File: config.mk
export PLATFORM = sky130hd
export DESIGN_NAME = vec_shuffle_static
export DESIGN_NICKNAME = d
export VERILOG_FILES = /design/src/rtl/shf_pkg.sv /design/src/rtl/shf_rst_sync.sv /design/src/rtl/shf_perm.sv /design/src/rtl/shf_extract.sv /design/src/rtl/vec_shuffle_static.sv
export SDC_FILE = /design/constraint.sdc
export NUM_CORES = 1
export LEC_CHECK = 0
export BUFFER_PORTS_ARGS = -buffer_cell sky130_fd_sc_hd__clkbuf_2
export CORE_ASPECT_RATIO = 1.4
export CORE_MARGIN = 4
export CORE_UTILIZATION = 47
export DETAILED_ROUTE_END_ITERATION = 8
export GPL_TIMING_DRIVEN = 0
export PLACE_DENSITY = 0.8
export SYNTH_ARGS = -nofsm -noshare
export SYNTH_HDL_FRONTEND = slang
export SYNTH_SLANG_ARGS = --single-unit
File: constraint.sdc
create_clock -name clk -period 2.7 [get_ports clk]
set_clock_uncertainty 0.1 [all_clocks]
set_input_delay 0.54 -clock clk [delete_from_list [all_inputs] [get_ports clk]]
set_output_delay 0.54 -clock clk [all_outputs]
set_load 0.02 [all_outputs]
File: src/rtl/shf_pkg.sv
package shf_pkg;
  typedef enum logic [2:0] {
    OP_SHL1  = 3'd0,
    OP_SHL2  = 3'd1,
    OP_DECIM = 3'd2,
    OP_ILV4  = 3'd3,
    OP_BCAST = 3'd4
  } shf_op_e;

  function automatic logic op_known(input logic [2:0] code);
    return code <= 3'd4;
  endfunction
endpackage

File: src/rtl/shf_rst_sync.sv
module shf_rst_sync (
  input  logic clk,
  input  logic rst_n,
  output logic rst_sync_n
);
  logic stage1_q;
  logic stage2_q;

  always_ff @(posedge clk or negedge rst_n) begin
    if (!rst_n) begin
      stage1_q <= 1'b0;
      stage2_q <= 1'b0;
    end else begin
      stage1_q <= 1'b1;
      stage2_q <= stage1_q;
    end
  end

  assign rst_sync_n = stage2_q;
endmodule

File: src/rtl/shf_perm.sv
// Constant-index permutation network: every lane picks from a fixed
// handful of sources chosen at elaboration time.
module shf_perm
  import shf_pkg::*;
#(
  parameter int LANES  = 8,
  parameter int ELEM_W = 8
) (
  input  logic [LANES*ELEM_W-1:0] src_a,
  input  logic [LANES*ELEM_W-1:0] src_b,
  input  logic [ELEM_W-1:0]       bcast_elem,
  input  logic [2:0]              op,
  output logic [LANES*ELEM_W-1:0] perm_out
);
  localparam int HALF = LANES / 2;

  logic [ELEM_W-1:0] a_l [LANES];
  logic [ELEM_W-1:0] b_l [LANES];

  for (genvar u = 0; u < LANES; u++) begin : g_unpack
    assign a_l[u] = src_a[u*ELEM_W +: ELEM_W];
    assign b_l[u] = src_b[u*ELEM_W +: ELEM_W];
  end

  for (genvar i = 0; i < LANES; i++) begin : g_lane
    localparam int GRP = i / 4;
    localparam int POS = i % 4;
    logic [ELEM_W-1:0] sh1, sh2, dec, ilv, sel;

    if (i < LANES - 1) begin : g_s1a
      assign sh1 = a_l[i+1];
    end else begin : g_s1b
      assign sh1 = b_l[0];
    end

    if (i < LANES - 2) begin : g_s2a
      assign sh2 = a_l[i+2];
    end else begin : g_s2b
      assign sh2 = b_l[i-(LANES-2)];
    end

    if (i < HALF) begin : g_dca
      assign dec = a_l[2*i];
    end else begin : g_dcb
      assign dec = b_l[2*(i-HALF)];
    end

    if ((GRP % 2) == 0) begin : g_ila
      assign ilv = a_l[4*(GRP/2)+POS];
    end else begin : g_ilb
      assign ilv = b_l[4*(GRP/2)+POS];
    end

    always_comb begin
      case (op)
        OP_SHL1:  sel = sh1;
        OP_SHL2:  sel = sh2;
        OP_DECIM: sel = dec;
        OP_ILV4:  sel = ilv;
        OP_BCAST: sel = bcast_elem;
        default:  sel = '0;
      endcase
    end

    assign perm_out[i*ELEM_W +: ELEM_W] = sel;
  end
endmodule

File: src/rtl/shf_extract.sv
module shf_extract #(
  parameter int LANES    = 8,
  parameter int ELEM_W   = 8,
  parameter int SCALAR_W = 32,
  parameter int IDX_W    = 8
) (
  input  logic [LANES*ELEM_W-1:0] src_a,
  input  logic [IDX_W-1:0]        idx,
  output logic [SCALAR_W-1:0]     elem_out
);
  localparam int SELW = (LANES > 1) ? $clog2(LANES) : 1;

  logic [ELEM_W-1:0] a_l [LANES];
  logic [SELW-1:0]   lane_sel;
  logic              unused_idx_hi;

  for (genvar u = 0; u < LANES; u++) begin : g_unpack
    assign a_l[u] = src_a[u*ELEM_W +: ELEM_W];
  end

  // Power-of-two lane count: modulo is the low index bits.
  assign lane_sel      = idx[SELW-1:0];
  assign unused_idx_hi = ^idx[IDX_W-1:SELW];
  assign elem_out      = {{(SCALAR_W-ELEM_W){1'b0}}, a_l[lane_sel]};
endmodule

File: src/rtl/vec_shuffle_static.sv
module vec_shuffle_static
  import shf_pkg::*;
#(
  parameter int LANES    = 8,
  parameter int ELEM_W   = 8,
  parameter int SCALAR_W = 32,
  parameter int IDX_W    = 8
) (
  input  logic                    clk,
  input  logic                    rst_n,
  input  logic                    op_go,
  input  logic [2:0]              op_sel,
  input  logic [LANES*ELEM_W-1:0] vec_a,
  input  logic [LANES*ELEM_W-1:0] vec_b,
  input  logic [SCALAR_W-1:0]     scalar_in,
  input  logic                    ext_go,
  input  logic [IDX_W-1:0]        ext_idx,
  output logic [LANES*ELEM_W-1:0] vec_out,
  output logic                    vec_vld,
  output logic [SCALAR_W-1:0]     scal_out,
  output logic                    scal_vld
);
  localparam int VEC_W = LANES * ELEM_W;

  logic                rst_i;
  logic [VEC_W-1:0]    perm_val;
  logic [SCALAR_W-1:0] ext_val;
  logic                unused_scalar_hi;

  logic                vec_en, scal_en;
  logic [VEC_W-1:0]    vec_d, vec_q;
  logic [SCALAR_W-1:0] scal_d, scal_q;
  logic                vvld_d, vvld_q, svld_d, svld_q;

  shf_rst_sync u_rst (
    .clk        (clk),
    .rst_n      (rst_n),
    .rst_sync_n (rst_i)
  );

  shf_perm #(.LANES(LANES), .ELEM_W(ELEM_W)) u_perm (
    .src_a      (vec_a),
    .src_b      (vec_b),
    .bcast_elem (scalar_in[ELEM_W-1:0]),
    .op         (op_sel),
    .perm_out   (perm_val)
  );

  assign unused_scalar_hi = ^scalar_in[SCALAR_W-1:ELEM_W];

  shf_extract #(
    .LANES(LANES), .ELEM_W(ELEM_W), .SCALAR_W(SCALAR_W), .IDX_W(IDX_W)
  ) u_ext (
    .src_a    (vec_a),
    .idx      (ext_idx),
    .elem_out (ext_val)
  );

  // Next-state logic
  always_comb begin
    vec_en  = op_go && op_known(op_sel);
    scal_en = ext_go;
    vvld_d  = vec_en;
    svld_d  = scal_en;
    vec_d   = perm_val;
    scal_d  = ext_val;
  end

  // State registers with explicit clock enables
  always_ff @(posedge clk or negedge rst_i) begin
    if (!rst_i) begin
      vec_q  <= '0;
      scal_q <= '0;
      vvld_q <= 1'b0;
      svld_q <= 1'b0;
    end else begin
      vvld_q <= vvld_d;
      svld_q <= svld_d;
      if (vec_en)  vec_q  <= vec_d;
      if (scal_en) scal_q <= scal_d;
    end
  end

  assign vec_out  = vec_q;
  assign vec_vld  = vvld_q;
  assign scal_out = scal_q;
  assign scal_vld = svld_q;
endmodule

=== After elaboration in Yosys (flattened, before gate mapping) ===
Cells that the tools add are included.

* Register bits: 76
* Bits of input ports: 175
* Output and inout port bits: 98
* Word-level logic and storage cells: 29

* Magnitude comparators: 2
* Equal/unequal tests: 4
* Mux-type cells: 11
* Bitwise logic cells: 1
* Reduce and logical (&&, ||, !) cells: 5

{| class="wikitable"
|+ Operators by type and width
! operator !! count
|-
| $pmux 8 s5 || 4
|-
| $pmux 8 s4 || 4
|-
| $bmux 8 s3 || 1
|-
| $mux 8 || 2
|-
| $eq 3x2->1 const B || 2
|-
| $reduce_or 2->1 || 3
|-
| $ge 4x4->1 const B || 1
|-
| $not 3->4 || 1
|-
| $eq 3x1->1 const B || 1
|-
| $eq 3x3->1 const B || 1
|-
| $le 3x3->1 const B || 1
|-
| $logic_not 3->1 || 1
|-
| $logic_and 1x1->1 || 1
|}

=== Longest topological paths before layout ===
Gate-level depths: netlist (run 1).

* Word-level depth: 4
* Gate-level depth with buffers: 6
* Depth with buffers taken out: 4

=== Cells and area by module ===
From an unflattened synthesis (run 1), not the netlist that was laid out.

* Cells, all modules: 720
* Area total of the unflattened synthesis: 7445.9 µm²

{| class="wikitable"
|+ Modules (own cells, without submodules)
! module !! times used !! cells each !! area each (µm²) !! sequential area each (µm²)
|-
| vec_shuffle_static || 1 || 358 || 4560.6 || 2452.4
|-
| shf_perm || 1 || 305 || 2097.0 || 0.0
|-
| shf_extract || 1 || 54 || 734.5 || 0.0
|-
| shf_rst_sync || 1 || 3 || 53.8 || 50.0
|}

=== Least setup slack after synthesis (run 1) ===
No wires, ideal clock.

* Path type: in2reg
* Start point: input op_sel[0]
* End point: register vec_q[33] (netlist: vec_out[33])
* Setup time: 121 ps
* Arrival: 1444 ps
* Data required time: 2479 ps
* Slack: 1034 ps
* Stages: 6
* Path buffers: 2
* Cell sequence: buf_6 buf_6 mux2_2 mux2i_1 nor2_1 o22a_1

* Word-level cells in the longest chain between the ends: 3
* Elaborated cells on any way between the ends: 9
* Those cells by class: order compare (1); eq/ne (4); mux (1); reduce/logical (3)

{| class="wikitable"
|+ Ends and longest elaborated chain
! item !! RTL line !! source
|-
| start: declaration || vec_shuffle_static.sv:12 || <nowiki>input logic [2:0] op_sel,</nowiki>
|-
| $eq 3x2->1 || shf_perm.sv:55 || <nowiki>case (op)</nowiki>
|-
| $reduce_or 2->1 (no source line) || - ||
|-
| $pmux 8 s4 || shf_perm.sv:55 ||
|-
| end signal: assignment || vec_shuffle_static.sv:79 || <nowiki>if (vec_en) vec_q <= vec_d;</nowiki>
|-
| end: declaration || vec_shuffle_static.sv:31 || <nowiki>logic [VEC_W-1:0] vec_d, vec_q;</nowiki>
|}

Several ways; a longest one is shown, not always the timed one.
A chain may end at the register's enable or synchronous reset.

=== Worst setup path after layout (run 1) ===
* Start point: input op_sel[2]
* End point: register vec_q[23] (netlist: vec_out[23])

* Word-level cells in the longest chain between the ends: 3
* Elaborated cells on any way between the ends: 9
* Those cells by class: order compare (1); eq/ne (4); mux (1); reduce/logical (3)

{| class="wikitable"
|+ Ends and longest elaborated chain
! item !! RTL line
|-
| $eq 3x1->1 or $eq 3x2->1 (tied branches) || shf_perm.sv:55
|-
| $reduce_or 2->1 (no source line) || -
|-
| $pmux 8 s4 || shf_perm.sv:55
|}

Several ways; a longest one is shown, not always the timed one.

==> results of run 1 <==
==> sequential cells by signal (all words and copies together) (netlist names) <==
register	cells
u_rst.rst_sync_n	1
scal_out	8
u_rst.stage1_q	1
scal_vld	1
vec_out	64
vec_vld	1
==> cell type report <==
cell class | count | area (µm²) | share of cell area [%]
buffer | 70 | 548 | 7.90
tap | 141 | 176 | 2.54
clock buffer | 9 | 225 | 3.25
inverter | 8 | 30.0 | 0.433
timing repair buffer | 203 | 1040 | 14.9
multi-input combinational | 375 | 2940 | 42.4
clock inverter | 7 | 76.3 | 1.10
sequential | 76 | 1910 | 27.5
==> layer usage <==
metal	track usage [%]	wire length (µm)	up-vias
li1	-	-	2362
met2	53.3	10500	352
met5	0	0	-
met4	16.0	975	0
met3	6.45	1790	72
met1	35.8	7450	2522
==> power groups by stage <==
| stage | Sequential (W) | Clock (W) | Combinational, W |
|---|---|---|---|
| global placement | 0.00143 | 0 | 0.00120 |
| floorplan | 0.00162 | 0 | 0.000565 |
| detailed placement | 0.00143 | 0 | 0.00124 |
| finish | 0.00142 | 0.00124 | 0.00125 |
| global route | 0.00143 | 0.00129 | 0.00132 |
| CTS | 0.00141 | 0.00124 | 0.00124 |
==> synthesized netlist by cell type (all sizes together) <==
cell and instances:
mux2 16, a21oi 10, a211oi 24, mux4 5, conb 2, a21boi 1
buf 67, nor2b 16, o22ai 27, nand3 8, a22oi 16, and2 1
clkbuf 3, or2 3, nand2b 2, o22a 64, mux2i 108, o21ai 16
inv 8, nor2 25, nand2 8, dfrtp 76
==> cells by family after synthesis <==
kind of cell / Yosys count / synth area share [%]
AO/OA/AOI/OAI: 158 / 22.0
buffers and inverters: 78 / 10.8
flip-flops: 76 / 35.7
multiplexers: 129 / 25.8
other: 2 / 0.141
AND/OR/NAND/NOR: 63 / 5.65
==> metrics by stage <==
step / worst slack, ps / TNS [ps]
final: 1020 / 0
after global routing: 927 / 0
after CTS: 1030 / 0
after detailed placement: 665 / 0
after global placement: -563 / -41190
after floorplan: 327 / 0
==> final timing paths <==
path,from,to,slack (ps)
min in group clk,u_rst.stage1_q,u_rst.rst_sync_n,260
worst max register to register,u_rst.rst_sync_n,vec_out[45],1710
max in group asynchronous,u_rst.rst_sync_n,vec_out[45],1710
worst min-delay path,u_rst.rst_sync_n,vec_out[60],190
worst min register to register,u_rst.rst_sync_n,vec_out[60],190
worst max-delay path,op_sel[2],vec_out[23],1020
==> impl_metrics.csv, run 1 <==
group,metric,value,unit
layout,syn_to_final_growth,30.1,%
floorplanning,initial_core_util,48.6,%
cts,insertion_delay,340,ps
drt,drc_errors,0,
layout,drive_gt1_share,40.2,%
worst_setup_path,critical_path_class,"in -> reg",
synth,netlist.area_leader.share,35.7,%
floorplanning,pin_count,273,
drt,vias_per_cell,5.97,
place,io_buffers,201,
cts,htree_levels,3,
worst_setup_path,cp.required,2840,ps
layout,layout_common_cells,"clkbuf_2, mux2i_1, dfrtp_1, o22a_1, buf_4",
outcome,status,"finished, final reports clean",
synth,synth.avg_cell_area,10.5,µm²
worst_setup_path,cp-start-kind,"input pin",
timing,hold_slack,190,ps
cts,cts_tree,"built",
floorplanning,core_area,11000,µm²
cts,cts_buffers,9,
floorplanning,fp.dieArea,13100,µm²
cts,postCtsHoldBufs,1,
synth,syn_inst,506,
worst_setup_path,arrival,1810,ps
timing,drv_slew,0,
layout,nets,918,
worst_setup_path,r2r_cells,1,
drt,num_vias,5308,
drt,dr.pass1.iters,5,
worst_setup_path,cpPeakStageDelay,560,ps
worst_setup_path,end_kind,"register",
global_route,grt_usage,30.9,%
synth,synth-seq-cells,76,
power,ir_drop,0.000411,V
cts,cts_root_buf,"clkbuf_16",
worst_setup_path,crit_cells,5,
synth,ys_seq_area_share,35.7,%
power,power.total,0.00390,W
layout,num-fill-cells,954,
global_route,grt_overflow,0,
timing,fin_crit,1680,ps
drt,wl,20700,µm
cts,numClockSinks,76,
power,power_switching_share,34.9,%
worst_setup_path,critPathMaxFanout,10,
power,pwr-share-seq,36.3,%
cts,cts_setup_buffers,0,
power,p_int,0.00254,W
timing,rsz0062_at_grt,"false",
synth,yosysTopAreaCell,"dfrtp_1",
place,placed_cell_area,6630,µm²
global_route,grt_pass1_vias,5582,
job,cap_violations,0,
layout,insertedDiodeCount,0,
synth,synth.cell_area,5330,µm²
place,gp_congestion,0.970,
timing,setup_viol,0,
timing,fin_crit_sh,62.1,%
power,pwr-share-clk,31.7,%
floorplanning,row_count,45,
layout,final_common_cell,"clkbuf_2",
place,dp.final_hpwl,15900,µm
global_route,grt_pass1_wl,31200,µm
power,power_frac_comb,32.0,%
worst_setup_path,path_cells,"clkbuf_2 -> buf_2 -> clkbuf_1 -> a211oi_1 -> o22a_1",
drt,final_antenna_net_count,0,
floorplanning,fp.dieH,134,µm
layout,final_cells,889,
synth,synthTopCellsByArea,"dfrtp_1, mux2i_1, o22a_1",
timing,final-hold-violation-count,0,
timing,worst_slew_margin_rel,54.3,%
power,power_density,563,nW/µm²
power,p_leak,3.51,nW
drt,drt_iter0_markers,358,
cts,cts.clk_slew.worst_paths,70,ps
drt,wire_per_inst,23.3,µm
timing,fmax,597,MHz
layout,final_core_util,63.2,%
power,switching_power,0.00136,W
worst_hold_path,min_path_type,"reg -> async",
worst_setup_path,critPathTopFamily,"buffers and inverters",
synth,ys_types,28,
timing,worst_pin_slew,685,ps
synth,ys_warn_count,0,
worst_setup_path,crit_slowest_cell,"clkbuf_1",
floorplanning,die_w,98.0,µm
place,placed_cells,872,
cts,cts_resized,0,
layout,fin_area,6940,µm²
cts,clock_tree.buffer_depth,2,
worst_setup_path,critPathBufInv,3,
global_route,grt_max_degree,42,
global_route,antenna_found_initial,0,
Power figures use the tool's default switching activity.
==> run 2: changes to the inputs <==
- ABC_AREA: default -> 1
- CORE_UTILIZATION: 47 -> 44
- PLACE_DENSITY: 0.8 -> 0.77
- clock period: 2.7 -> 1.53 ns (I/O delays scaled with it)
==> run 2 against run 1 <==
Net effect: wire length rose by 40%; final area rose by 11%; worst hold slack got worse by 18 ps; first-iteration DRC count grew 82%.
==> impl_metrics.csv, run 2 <==
group,metric,value,unit
outcome,status,"finished, final reports clean",
cts,cts.clk_slew.worst_paths,70,ps
worst_setup_path,cp-start-kind,"input pin",
floorplanning,fp.dieH,146,µm
place,placed_cells,1395,
global_route,grt_max_degree,41,
layout,syn_to_final_growth,28.8,%
synth,syn_inst,992,
worst_setup_path,crit_top_cell,"nor2_1",
drt,vias_per_cell,5.43,
synth,synth.cell_area,5970,µm²
worst_setup_path,critPathTopFamily,"simple AND/OR/NAND/NOR gates",
cts,insertion_delay,350,ps
synth,synth.avg_cell_area,6.02,µm²
worst_setup_path,path_cells,"clkbuf_4 -> nor2_4 -> buf_6 -> nand3_2 -> nand3_1 -> nor2_1 -> nor2_1",
layout,fin_area,7700,µm²
global_route,grt_pass1_wl,43200,µm
place,gp_congestion,1.01,
layout,largest_reg_flops,64,
cts,cts_root_buf,"clkbuf_16",
timing,fin_crit_sh,98.8,%
cts,cts_buffers,9,
timing,worst_slew_margin_rel,50.4,%
floorplanning,die_w,106,µm
job,cap_violations,0,
worst_setup_path,critical_path_class,"in -> reg",
timing,worst_pin_slew,745,ps
synth,netlist.area_leader.share,31.8,%
cts,clock_tree.buffer_depth,2,
synth,synthTopCellsByCount,"nand2_1, nor2_1, nand3_1",
floorplanning,core_area,13300,µm²
synth,synth_edf_count,0,
drt,num_vias,7665,
global_route,antenna_found_initial,0,
synth,synthFlopType,"dfrtp_1",
layout,nets,1400,
layout,final_common_cell,"nand2_1",
global_route,grt_overflow,0,
place,dp.final_hpwl,22500,µm
timing,final-hold-violation-count,0,
drt,wire_per_inst,20.4,µm
drt,wl,28900,µm
place,placed_cell_area,7300,µm²
place,io_buffers,197,
drt,drt_iter0_markers,653,
floorplanning,row_count,50,
layout,layout_common_cells,"nand2_1, nor2_1, clkbuf_2, nand3_1, inv_1",
power,ir_drop,0.000582,V
floorplanning,initial_core_util,44.8,%
synth,ys_seq_area_share,31.8,%
worst_setup_path,critPathMaxFanout,10,
timing,rsz0062_at_grt,"false",
global_route,grt_pass1_vias,7680,
cts,cts_tree,"built",
synth,synth.most_common_cell,"nand2_1",
worst_setup_path,end_kind,"register",
drt,dr.pass1.iters,6,
floorplanning,fp.dieArea,15500,µm²
timing,fmax,661,MHz
worst_setup_path,r2r_cells,1,
layout,drive_gt1_share,24.8,%
worst_hold_path,min_path_type,"in -> async",
synth,synth-seq-cells,76,
worst_setup_path,cp.required,1700,ps
synth,synthTopCellsByArea,"dfrtp_1, nand2_1, nor2_1",
power,power_density,937,nW/µm²
synth,ys_types,18,
synth,synthArstFlopShare,100,%
layout,final_cells,1411,
floorplanning,pin_count,273,
timing,fin_crit,1510,ps
worst_setup_path,critPathBufInv,2,
worst_setup_path,crit_cells,7,
global_route,grt_usage,36.8,%
layout,insertedDiodeCount,0,
synth,yosysTopAreaCell,"dfrtp_1",
worst_setup_path,arrival,1690,ps
worst_setup_path,crit_slowest_cell,"nand3_2",
cts,numClockSinks,76,
timing,setup_viol,0,
timing,drv_slew,0,
drt,final_antenna_net_count,0,
cts,cts_setup_buffers,0,
power,p_leak,4.47,nW
synth,ys_warn_count,0,
drt,drc_errors,0,
worst_setup_path,cpPeakStageDelay,330,ps
cts,htree_levels,3,
-- run 2: power by group --
| group | switching (W) | total (W) | internal, W |
|---|---|---|---|
| logic | 0.00161 | 0.00237 | 0.000762 |
| clock network | 0.000921 | 0.00235 | 0.00142 |
| registers | 0.000186 | 0.00250 | 0.00231 |
-- run 2: final cells by class --
cell class / count / area (µm²)
buffer: 95 / 559
clock inverter: 6 / 87.6
clock buffer: 9 / 225
tap: 182 / 228
fill: 1427 / 5630
inverter: 83 / 314
multi-input combinational: 760 / 3350
sequential: 76 / 1910
timing repair buffer: 200 / 1030
-- run 2: logic make-up (layout without fill, tap and decap cells) --
kind of cell | after synthesis | in the layout | synth area share (%)
AOI/OAI and AO/OA | 33 | 33 | 2.95
buffers and inverters | 179 | 393 | 14.3
DFF | 76 | 76 | 31.8
other | 2 | 25 | 0.126
and+or+nand+nor | 702 | 702 | 50.8
-- run 2: worst paths after layout --
check,endpoint,slack [ps],from
hold / removal,u_rst.stage1_q,170,rst_n
setup / recovery,vec_out[38],20,op_sel[0]
hold reg to reg,vec_out[0],190,u_rst.rst_sync_n
min in group clk,vec_out[56],200,vec_b[48]
setup reg to reg,vec_out[54],530,u_rst.rst_sync_n
max in group asynchronous,vec_out[54],530,u_rst.rst_sync_n
-- run 2: what timing repair did --
action | CTS | global route
gates cloned | 0 | 0
hold buffers | 2 | 0
pin swaps | 0 | 1
resized for setup | 7 | 22
setup endpoints to repair | 24 | 23
hold endpoints to repair | 3 | 0
-- run 2: routing by layer --
metal | vias to the layer above | GRT usage, % | part of all wire, %
li1 | 3598 | - | -
met1 | 3470 | 42.2 | 35
met2 | 487 | 63.4 | 50
met3 | 110 | 5.02 | 8.4
met4 | 0 | 23.8 | 7.1
met5 | - | 0 | 0
-- run 2: stage by stage --
stage / util (%) / worst slack, ps / power [W] / setup TNS [ps] / hold slack [ps]
2_1_floorplan: - / 109 / 0.00388 / 0 / -89.6
3_3_place_gp: 54.6 / -538 / 0.00482 / -50380 / -8.02
3_5_place_dp: 54.8 / -528 / 0.00485 / -23350 / -7.13
4_1_cts: 57.5 / 0.614 / 0.00721 / 0 / 173
5_1_grt: 57.8 / 3.57 / 0.00757 / 0 / 179
6_report: 57.8 / 18.1 / 0.00722 / 0 / 172
